**src/rtl/perc_noise_phase.sv**
```systemverilog
module perc_noise_phase #(
  parameter int LFSR_W = 23,
  parameter int PH_W   = 10,
  parameter logic [LFSR_W-1:0] SEED = 1
) (
  input  logic            clk,
  input  logic            rst_n,
  input  logic            step,
  input  logic [PH_W-1:0] phase_a,
  input  logic [PH_W-1:0] phase_b,
  output logic            noise,
  output logic [PH_W-1:0] hat_phase,
  output logic [PH_W-1:0] snare_phase,
  output logic [PH_W-1:0] cymbal_phase
);

  localparam logic [LFSR_W-2:0] FOLD = (LFSR_W-1)'(9'h181);
  localparam logic [PH_W-1:0] HAT_LO   = PH_W'(10'h0D0);
  localparam logic [PH_W-1:0] HAT_HI   = PH_W'(10'h234);
  localparam logic [PH_W-1:0] HAT_LO_N = PH_W'(10'h034);
  localparam logic [PH_W-1:0] HAT_HI_N = PH_W'(10'h2D0);
  localparam logic [PH_W-1:0] SN_LO    = PH_W'(10'h100);
  localparam logic [PH_W-1:0] SN_HI    = PH_W'(10'h200);
  localparam logic [PH_W-1:0] CY_LO    = PH_W'(10'h100);
  localparam logic [PH_W-1:0] CY_HI    = PH_W'(10'h300);

  logic [LFSR_W-1:0] lfsr, lfsr_nx;
  logic              nz, metal;
  logic [PH_W-1:0]   hat_nx, snare_nx, cym_nx;

  assign lfsr_nx = {lfsr[0], lfsr[LFSR_W-1:1] ^ (FOLD & {(LFSR_W-1){lfsr[0]}})};
  assign nz      = lfsr_nx[0];
  assign metal   = ((phase_a[2] ^ phase_a[7]) | phase_a[3]) | (phase_b[3] ^ phase_b[5]);

  always_comb begin
    if (nz) hat_nx = metal ? HAT_HI_N : HAT_LO_N;
    else    hat_nx = metal ? HAT_HI   : HAT_LO;
  end

  assign snare_nx = (phase_a[8] ? SN_HI : SN_LO) ^ (nz ? PH_W'(10'h100) : '0);
  assign cym_nx   = metal ? CY_HI : CY_LO;

  always_ff @(posedge clk) begin
    if (!rst_n) begin
      lfsr         <= SEED;
      hat_phase    <= '0;
      snare_phase  <= '0;
      cymbal_phase <= '0;
    end else if (step) begin
      lfsr         <= lfsr_nx;
      hat_phase    <= hat_nx;
      snare_phase  <= snare_nx;
      cymbal_phase <= cym_nx;
    end
  end

  assign noise = lfsr[0];

  assert_lfsr_live_R7: assert property (@(posedge clk) disable iff (!rst_n)
    lfsr != '0);

  assert_hold_R3: assert property (@(posedge clk) disable iff (!rst_n)
    !$past(step) |-> ($stable(hat_phase) && $stable(snare_phase) &&
                      $stable(cymbal_phase) && $stable(noise)));

  assert_cymbal_set_R4: assert property (@(posedge clk) disable iff (!rst_n)
    $past(step) |-> (cymbal_phase == CY_LO || cymbal_phase == CY_HI));

  assert_hat_cym_agree_R5: assert property (@(posedge clk) disable iff (!rst_n)
    hat_phase[PH_W-1] == cymbal_phase[PH_W-1]);

  assert_snare_bits_R6: assert property (@(posedge clk) disable iff (!rst_n)
    $past(step) |-> (snare_phase[9] == $past(phase_a[8]) &&
                     snare_phase[8] == (!$past(phase_a[8]) ^ noise) &&
                     snare_phase[7:0] == '0));

endmodule

```
**config.mk**
```make
export PLATFORM = sky130hd
export DESIGN_NAME = perc_noise_phase
export DESIGN_NICKNAME = d
export VERILOG_FILES = /design/src/rtl/perc_noise_phase.sv
export SDC_FILE = /design/constraint.sdc
export NUM_CORES = 1
export LEC_CHECK = 0
export BUFFER_PORTS_ARGS = -buffer_cell sky130_fd_sc_hd__buf_2
export CAP_MARGIN = 20
export CORE_MARGIN = 5
export CORE_UTILIZATION = 45
export DETAILED_ROUTE_END_ITERATION = 16
export GPL_TIMING_DRIVEN = 1
export MAX_ROUTING_LAYER = met4
export PLACE_DENSITY = 0.85
export SYNTH_ARGS = -nofsm -noshare
export SYNTH_HDL_FRONTEND = slang
export SYNTH_SLANG_ARGS = --single-unit
export TNS_END_PERCENT = 20
```
**constraint.sdc**
```tcl
create_clock -name clk -period 1.7 [get_ports clk]
set_input_delay 0.17 -clock clk [delete_from_list [all_inputs] [get_ports clk]]
set_output_delay 0.17 -clock clk [all_outputs]
set_load 0.01 [all_outputs]
```
=== Word level (Yosys, flattened, before mapping) ===
Cells that the tools add are included.

* Bits in registers: 53
* Logic and storage cells: 16
* Input port bits: 23

* Mux-type cells: 6
* Bitwise logic cells: 6

{| class="wikitable"
|+ Operator list
! kind !! count
|-
| $mux W10 || 5
|-
| $xor A22 B9 Y22 || 1
|-
| $xor A10 B9 Y10 || 1
|-
| $mux W9 || 1
|-
| $or A1 B1 Y1 || 2
|-
| $xor A1 B1 Y1 || 2
|}

=== Logic depth before layout (Yosys ltp) ===
Gate-level depths: netlist of the first run.

* Depth in word-level cells: 5
* Depth in mapped cells: 4
* Depth with buffers taken out: 3

=== Worst setup path after synthesis of the first run ===
No wires, ideal clock.

* Path kind: register to register
* Start: register lfsr[0]
* End: register hat_phase[5]
* Data arrival time: 1186 ps
* Cell stages (with the launch flop): 5
* Path slack: 440 ps
* Buffers on the path: 1
* Clock period less this slack: 1260 ps
* Cells stage by stage: dfxtp_1 > buf_4 > xnor2_1 > or4_1 > a31oi_1

* Cells in the longest elaborated chain, start to end: 2

{| class="wikitable"
|+ Ends and longest elaborated chain
! what !! line !! source
|-
| from (decl) || 27 || <nowiki>logic [LFSR_W-1:0] lfsr, lfsr_nx;</nowiki>
|-
| from (signal assigned) || 50 || <nowiki>lfsr <= lfsr_nx;</nowiki>
|-
| $xor A22 B9 Y22 || 31 || <nowiki>assign lfsr_nx = {lfsr[0], lfsr[LFSR_W-1:1] ^ (FOLD & {(LFSR_W-1){lfsr[0]}})};</nowiki>
|-
| $mux W10 || 36 || <nowiki>if (nz) hat_nx = metal ? HAT_HI_N : HAT_LO_N;</nowiki>
|-
| to (signal assigned) || 51 || <nowiki>hat_phase <= hat_nx;</nowiki>
|-
| to (decl) || 12 || <nowiki>output logic [PH_W-1:0] hat_phase,</nowiki>
|}

Every way passes these cells.
A chain may end at the register's enable or synchronous reset.

=== Worst setup path after layout of the first run ===
* Start: register lfsr[1]
* End: register hat_phase[5]

Same word-level chain as after synthesis.

==> flow_metrics.tcl, run 1 <==
set metrics [dict create \
    ctsResizeCount 0 \
    rows 19 \
    clkSlewWorstSetupHoldPaths_ns 0.08 \
    die_area_sq_um 4050 \
    design.core.area_sq_um 2760 \
    setup_viol 0 \
    n_antenna_cell 0 \
    finalMaxSlewViolations 0 \
    totalWireLength_um 1910 \
    timing.critical_path.from_type "register" \
    critPathKind "reg2reg" \
    clock_tree_from_tritoncts "done" \
    run_status "completed" \
    worst_ir_drop_vdd_mv 0.666 \
    rsz0062_at_grt "no" \
    max_cap_violations 0 \
    power.share.combinational 0.102 \
    timing.final.hold_violations 0 \
    syn_inst 134 \
    synth.yosys.seq_area_share 0.449 \
    sum_of_internal_switching_and_leakage_power_uw 1300 \
    antenna_found_initial 0 \
    drt_first_iter_violations 26 \
    route.detailed.vias_per_inst 4.61 \
    flops_latches_synth 29 \
    fin_nets 174 \
    grt_pass1_vias 793 \
    post-route-period-util 0.729 \
    groute.usage.overall 0.107 \
    skew_ns 0.00669 \
    power.clock.fraction 0.351 \
    worstPathRequired_ns 1.95 \
    groute.layer.met3.usage 0.0533 \
    clock_sinks 29 \
    grt_util_met1 0.106 \
    cts_setup_buffers 0 \
    synthesis.area_sq_um 1290 \
    leakage_power_summed_over_all_cells_uw 0.000658 \
    place_congestion 0.728 \
    synth.yosys.warnings 0 \
    final_core_util 0.500 \
    syn_avg_cell_area_sq_um 9.65 \
    worst_ep_arrival_ns 1.49 \
    yosysUniqueCellTypes 23 \
    clock_insertion_delay_at_the_later_pin_of_the_skew_report_ns 0.31 \
    fin_ws_ns 0.460 \
    clockBufferDepth 2 \
    wire_length_of_the_first_global_routing_pass_um 3300 \
    largest_net_degree_at_the_start_of_global_routing 27 \
    area_delta_synth_final_pct 6.48 \
    post-place-ws_ns 0.417 \
    final-instance-count-excl-fill 183 \
    detail_route.first_pass.iterations 3 \
    post_cts_hold_buffer_count 0 \
    critical-path-max-stage-delay_ns 0.43 \
    dieHeight_um 63.6 \
    starting_density_of_the_core 0.469 \
    timing.critical_path.cells "xnor2_1 > or4_1 > a31oi_1" \
    top_level_ports 54 \
    power_frac_seq 0.546 \
    power.switching_uw 311 \
    classification_of_the_worst_slack_hold_path "in2reg" \
    vias 843 \
    powerDensity_nw_per_um2 943 \
    critPathMaxFanout 5 \
    cts-root-buf "clkbuf_4" \
    swShare 0.239 \
    drcViolationCount 0 \
    crit_path_top_delay_cell "dfxtp_1" \
    dp_hpwl_um 1420 \
    post_drt_wl_per_cell_um 10.4 \
    numPlacedInstances 175 \
    time_the_final_worst_path_needs_with_i_o_delays_and_setup_ns 1.24 \
    width_of_the_chip_um 63.6 \
    final_layout_size_suffix_gt1_frac 0.211 \
    final.setup.tns_ns 0 \
    timing.fmax_mhz 806 \
    drt.antenna.violating_nets 0 \
    numCtsBuffers 5 \
    grt-busiest-layer "met2" \
    final.fill_count 263 \
    cell_internal_pwr_uw 989 \
    met2_usage 0.171 \
    critPathCaptureType "register" \
    clock_tree.htree_level_count 2 \
    place.port_buffers 19 \
    grt_overflow_total 0 \
]
cells in the final DEF (no fill, tap or decap), types with 2 or more instances in the layout:
cell and instances:
a211oi_1 4, buf_2 19, buf_4 3, clkbuf_4 5, clkbuf_8 2, conb_1 20, dfxtp_1 29, mux2i_1 21
nor2_1 27, o21ai_0 2, xnor2_1 4, xor2_1 3
cell usage after synthesis:
library cell / instances / area, sq um
xor2_1: 3 / 26.3
buf_4: 25 / 188
a21oi_1: 1 / 5.00
mux2i_1: 21 / 210
clkbuf_1: 3 / 11.3
nor2b_1: 1 / 6.26
a211oi_1: 4 / 30.0
a31oi_1: 1 / 6.26
o31ai_1: 1 / 7.51
o21ai_0: 2 / 10.0
and3_2: 1 / 7.51
dfxtp_1: 29 / 581
a221o_1: 1 / 10.0
conb_1: 1 / 3.75
buf_2: 3 / 15.0
or4_1: 1 / 7.51
nor3_1: 1 / 5.00
nor2_1: 27 / 101
o311a_1: 1 / 10.0
clkinv_1: 1 / 3.75
xnor2_1: 4 / 35.0
and2_1: 1 / 6.26
and2_2: 1 / 7.51
power groups by stage:
stage | clock (uW) | combinational [uW] | sequential (uW)
5_1_grt | 510 | 150 | 714
3_3_place_gp | 0 | 130 | 725
3_5_place_dp | 0 | 133 | 726
4_1_cts | 477 | 133 | 711
2_1_floorplan | 0 | 133 | 730
6_report | 457 | 133 | 710
layer usage:
layer	up-vias	wire, um
li1	432	-
met2	29	889
met1	378	763
met4	0	36
met3	4	215
met5	-	0
logic make-up after synthesis:
group	synth area share
and+or+nand+nor	0.109
buffers and inverters	0.168
DFF	0.449
muxes	0.162
AOI/OAI and AO/OA	0.0609
xor gates and xnor gates	0.0474
other	0.00290
sequential cells by signal (all words and copies together), names as in the netlist:
| name | count |
|---|---|
| lfsr | 23 |
| cymbal_phase | 1 |
| snare_phase | 2 |
| hat_phase | 3 |
final timing paths:
path | from | end | slack, ns | depth (start not counted)
setup / recovery | lfsr[1] | hat_phase[5] | 0.46 | 3
hold / removal | rst_n | lfsr[0] | 0.08 | 2
setup reg to reg | lfsr[1] | hat_phase[5] | 0.46 | 3
hold reg to reg | snare_phase[8] | snare_phase[8] | 0.48 | 2
worst max-delay path, delay by kind of cell, from the launching register on:
kind,cells,cell delay (ns)
flops,1,0.43
simple gates,1,0.42
xor+xnor,1,0.17
compound gates,1,0.17
cell type report:
cell class	instances	area, sq um	share of cell area
flip-flops and latches	29	581	0.421
multi-input cells	92	567	0.411
well taps	31	38.8	0.0282
inverters	1	3.75	0.00272
clock inverters	1	5.00	0.00363
repair buffers	22	118	0.0854
clock buffers	7	65.1	0.0472
metrics by stage:
step / instance area (sq um) / hold WS [ns]
3_3_place_gp: 1310 / 0.398
2_1_floorplan: 1370 / 0.246
5_1_grt: 1380 / 0.0819
3_5_place_dp: 1310 / 0.401
6_report: 1380 / 0.0833
4_1_cts: 1380 / 0.0667
(Power assumes the default switching activity.)
==> inputs of run 2 (changes only) <==
Settings changed: CORE_UTILIZATION 45 to 42, PLACE_DENSITY 0.85 to 0.83.
Clock period 1.7 ns to 1 ns, I/O delays scaled along.
==> flow_metrics.tcl, run 2 (synthesized netlist as in run 1, its figures left out) <==
set metrics [dict create \
    critPathMaxFanout 3 \
    drcViolationCount 0 \
    largest_registers "lfsr x23, hat_phase x3, snare_phase x2" \
    clkSlewWorstSetupHoldPaths_ns 0.09 \
    worst_ep_arrival_ns 1.35 \
    clock_tree.htree_level_count 2 \
    crit_path_top_delay_cell "or4_1" \
    finalMaxSlewViolations 0 \
    timing.critical_path.from_type "register" \
    sum_of_internal_switching_and_leakage_power_uw 2250 \
    numPlacedInstances 184 \
    groute.usage.overall 0.104 \
    place.port_buffers 19 \
    rsz0062_at_grt "yes" \
    clock_insertion_delay_at_the_later_pin_of_the_skew_report_ns 0.32 \
    clockBufferDepth 2 \
    timing.critical_path.cells "xnor2_4 > or4_1 > a31oi_1" \
    worstPathRequired_ns 1.26 \
    setup_viol 4 \
    skew_ns 0.00511 \
    worst_ir_drop_vdd_mv 0.588 \
    violations "negative setup slack" \
    post-place-ws_ns -0.142 \
    top_level_ports 54 \
    cts-root-buf "clkbuf_4" \
    starting_density_of_the_core 0.431 \
    wire_length_of_the_first_global_routing_pass_um 3260 \
    final.setup.tns_ns -0.260 \
    reg2reg_slack_ns -0.09 \
    die_area_sq_um 4290 \
    fin_ws_ns -0.0887 \
    leakage_power_summed_over_all_cells_uw 0.000710 \
    classification_of_the_worst_slack_hold_path "in2reg" \
    largest_net_degree_at_the_start_of_global_routing 17 \
    dp_hpwl_um 1450 \
    worst_r2r_src "lfsr[1]" \
    timing.fmax_mhz 919 \
    hold_path_startpoint "phase_a[8]" \
    detail_route.first_pass.iterations 4 \
    grt_overflow_total 0 \
    critical-path-max-stage-delay_ns 0.39 \
    crit-reg2reg-capture "hat_phase[5]" \
    cp-startpoint "lfsr[1]" \
    drt.antenna.violating_nets 0 \
    final-instance-count-excl-fill 192 \
    post_drt_wl_per_cell_um 10.2 \
    route.detailed.vias_per_inst 4.53 \
    timing.final.hold_violations 0 \
    max_cap_violations 0 \
    max_ffs_per_register 23 \
    vias 870 \
    final_layout_size_suffix_gt1_frac 0.264 \
    drt_first_iter_violations 20 \
    time_the_final_worst_path_needs_with_i_o_delays_and_setup_ns 1.09 \
    fin_nets 181 \
    timing.reg2reg.worst_path_depth 3 \
    cts_setup_buffers 0 \
    place_congestion 0.772 \
    antenna_found_initial 0 \
    numCtsBuffers 5 \
    critPathKind "reg2reg" \
    area_delta_synth_final_pct 13.4 \
    hold_slack_ns 0.0371 \
    totalWireLength_um 1960 \
    clock_sinks 29 \
    final_cell_mix "nor2_1, dfxtp_1, mux2i_1" \
    top_register "lfsr" \
    rows 20 \
    design.core.area_sq_um 3000 \
    powerDensity_nw_per_um2 1530 \
    n_antenna_cell 0 \
    run_status "finished with violations" \
    clock_tree_from_tritoncts "done" \
    critPathCaptureType "register" \
    dieHeight_um 65.5 \
    timing.critical_path.to "hat_phase[5]" \
    post-route-period-util 1.09 \
    grt_pass1_vias 774 \
    width_of_the_chip_um 65.5 \
]
-- run 2: cell count changes in the layout (fill, tap and decap cells not counted), sizes merged --
cell	delta
buf	+7
-- run 2: worst min-delay path by stage --
stage                endpoint  slack (ns)  depth (start not counted)
2_1_floorplan         lfsr[0]        0.18                          1
3_3_place_gp   snare_phase[9]        0.37                          3
3_5_place_dp   snare_phase[9]        0.38                          3
4_1_cts        snare_phase[9]        0.03                          3
5_1_grt        snare_phase[9]        0.06                          3
6_report       snare_phase[9]        0.04                          3
-- run 2: final cells by class --
type	instances	area (sq um)
Clock buffer	7	65.1
Clock inverter	1	5.00
Fill cell	282	1540
Inverter	1	3.75
Multi-Input combinational cell	92	587
Sequential cell	29	586
Tap cell	33	41.3
Timing Repair Buffer	29	180
-- run 2: timing repair --
item | 4_1_cts | 5_1_grt
cloned | 0 | 0
resized for setup | 4 | 0
endpoints found under the setup margin | 4 | 5
pin swaps | 0 | 1
hold buffers | 0 | 0
-- run 2: where the power goes --
group | switching, uW | internal, uW | total [uW]
sequential | 18.3 | 1190 | 1200
combinational | 143 | 98.3 | 241
clock | 393 | 407 | 800
-- run 2: metrics by stage --
stage                     utilization  cell area, sq um
after floorplan                     -              1390
after global placement          0.461              1380
after detailed placement        0.461              1380
after CTS                       0.489              1470
after global routing            0.489              1470
final                           0.489              1470
-- run 2: worst max-delay path, delay by kind of cell, from the launching register on --
family                    cells  cell delay (ns)
AOI/OAI and AO/OA             1             0.12
xor gates and xnor gates      1             0.15
and+or+nand+nor               1             0.39
DFF                           1             0.37
-- run 2: metal layers --
| metal | vias up | wire, um | GRT usage |
|---|---|---|---|
| met5 | - | 0 | - |
| met4 | 0 | 55 | 0.0699 |
| met3 | 7 | 156 | 0.0410 |
| met2 | 29 | 873 | 0.153 |
| met1 | 388 | 870 | 0.115 |
| li1 | 446 | - | - |
==> inputs of run 3 (changes only) <==
--- a/config.mk
+++ b/config.mk
@@ -7,10 +7,11 @@
 export LEC_CHECK = 0
-export BUFFER_PORTS_ARGS = -buffer_cell sky130_fd_sc_hd__buf_2
 export CAP_MARGIN = 20
 export CORE_MARGIN = 5
-export CORE_UTILIZATION = 42
+export CORE_UTILIZATION = 45
 export DETAILED_ROUTE_END_ITERATION = 16
+export DONT_BUFFER_PORTS = 1
 export GPL_TIMING_DRIVEN = 1
 export MAX_ROUTING_LAYER = met4
-export PLACE_DENSITY = 0.83
+export PLACE_DENSITY = 0.71
+export SKIP_LAST_GASP = 1
 export SYNTH_ARGS = -nofsm -noshare
==> constraint.sdc (replaced) <==
create_clock -name clk -period 1 [get_ports clk]
set_input_delay 0.05 -clock clk [delete_from_list [all_inputs] [get_ports clk]]
set_output_delay 0.05 -clock clk [all_outputs]
set_load 0.01 [all_outputs]
==> flow_metrics.tcl, run 3 (synthesized netlist as in run 1, its figures left out) <==
set metrics [dict create \
    critical-path-max-stage-delay_ns 0.41 \
    worstPathRequired_ns 1.26 \
    run_status "finished with violations" \
    antenna_found_initial 0 \
    route.detailed.vias_per_inst 4.76 \
    dp_hpwl_um 1410 \
    final_layout_size_suffix_gt1_frac 0.167 \
    reg2reg_slack_ns -0.13 \
    die_area_sq_um 4050 \
    hold_slack_ns -0.187 \
    routedLengthMet1_um 811 \
    sum_of_internal_switching_and_leakage_power_uw 2100 \
    drcViolationCount 0 \
    timing.critical_path.from_type "register" \
    classification_of_the_worst_slack_hold_path "in2reg" \
    max_cap_violations 0 \
    max_ffs_per_register 23 \
    numCtsBuffers 5 \
    post-route-period-util 1.13 \
    largest_net_degree_at_the_start_of_global_routing 37 \
    critPathMaxFanout 4 \
    clock_insertion_delay_at_the_later_pin_of_the_skew_report_ns 0.33 \
    detail_route.first_pass.iterations 4 \
    worst_ir_drop_vdd_mv 0.946 \
    skew_ns 0.0122 \
    timing.critical_path.to "hat_phase[5]" \
    clkSlewWorstSetupHoldPaths_ns 0.09 \
    final.setup.tns_ns -0.319 \
    groute.usage.overall 0.112 \
    top_register "lfsr" \
    largest_registers "lfsr x23, hat_phase x3, snare_phase x2" \
    vias 833 \
    timing.fmax_mhz 881 \
    cts-root-buf "clkbuf_4" \
    cp_top_family "simple AND/OR/NAND/NOR gates" \
    post_cts_hold_buffer_count 3 \
    starting_density_of_the_core 0.469 \
    wl_met3_um 209 \
    worst_ep_arrival_ns 1.40 \
    dieHeight_um 63.6 \
    fin_nets 167 \
    critical_path_depth 3 \
    finalMaxSlewViolations 0 \
    topRoutingLayerUsed "met4" \
    fin_ws_ns -0.135 \
    place.port_buffers 0 \
    setup_viol 3 \
    timing.critical_path.cells "xnor2_4 > or4_1 > a31oi_1" \
    post_drt_wl_per_cell_um 11.8 \
    time_the_final_worst_path_needs_with_i_o_delays_and_setup_ns 1.13 \
    powerDensity_nw_per_um2 1510 \
    rsz0062_at_grt "yes" \
    critPathKind "reg2reg" \
    crit_path_top_delay_cell "or4_1" \
    wire_length_of_the_first_global_routing_pass_um 3350 \
    design.core.area_sq_um 2760 \
    top_level_ports 54 \
    crit_buf_inv 0 \
    clockBufferDepth 2 \
    timing.final.hold_violations 28 \
    cp-startpoint "lfsr[1]" \
    clock_tree.htree_level_count 2 \
    totalWireLength_um 2060 \
    worst_r2r_src "lfsr[1]" \
    area_delta_synth_final_pct 7.93 \
    place_congestion 0.665 \
    clock_sinks 29 \
    leakage_power_summed_over_all_cells_uw 0.000644 \
    crit-reg2reg-capture "hat_phase[5]" \
    grt_overflow_total 0 \
    clock_tree_from_tritoncts "done" \
    final_cell_mix "nor2_1, dfxtp_1, mux2i_1" \
    critPathCaptureType "register" \
    final.fill_count 275 \
    drt_first_iter_violations 22 \
    grt_pass1_vias 754 \
    width_of_the_chip_um 63.6 \
    detailroute.wirelength.met2_um 981 \
    rows 19 \
    drt.antenna.violating_nets 0 \
    n_antenna_cell 0 \
    timing.reg2reg.worst_path_depth 3 \
    violations "negative hold slack, negative setup slack" \
]
## run 3: changes by cell type in the layout (fill, tap and decap cells not counted), sizes merged
| cell | before | now |
|---|---|---|
| clkinvlp | 0 | 1 |
| dlygate4sd3 | 0 | 2 |
| clkinv | 2 | 0 |
| buf | 29 | 12 |
| dlymetal6s4s | 0 | 1 |
## run 3: metal layers
layer,global-route usage,vias up
li1,-,418
met1,0.111,382
met2,0.168,27
met3,0.0639,6
met4,0.0701,0
met5,-,-
## run 3: how the worst min path moves through the flow
stage | start | to | slack (ns) | cells after the start
floorplan | rst_n | lfsr[0] | 0.13 | 1
global placement | rst_n | lfsr[0] | 0.13 | 1
detailed placement | rst_n | lfsr[0] | 0.13 | 1
CTS | step | cymbal_phase[9] | -0.21 | 1
global route | step | cymbal_phase[9] | -0.22 | 1
finish | step | cymbal_phase[9] | -0.19 | 1
## run 3: area by class of cell
cell class / count / area, sq um / area share
Inverter: 1 / 7.51 / 0.00538
Timing Repair Buffer: 15 / 123 / 0.0878
Multi-Input combinational cell: 92 / 587 / 0.420
Clock buffer: 7 / 55.1 / 0.0394
Tap cell: 31 / 38.8 / 0.0278
Sequential cell: 29 / 586 / 0.419
## run 3: what timing repair did
item,CTS,global route
gates resized for setup,1,3
setup buffers,0,4
endpoints found under the setup margin,4,22
pin swaps,0,1
endpoints found under the hold margin,29,28
## run 3: power by group
part | switching (uW) | leakage, uW | internal (uW)
clock network | 370 | 0.0000314 | 331
registers | 19.7 | 0.000237 | 1190
logic | 111 | 0.000376 | 87.4
## run 3: per-stage QoR
step,setup slack (ns),cell area [sq um],utilization,cells
floorplan,-0.168,1390,-,153
global placement,-0.137,1270,0.461,161
detailed placement,-0.185,1270,0.461,161
CTS,-0.134,1360,0.492,171
global route,-0.156,1400,0.506,175
finish,-0.135,1400,0.506,175
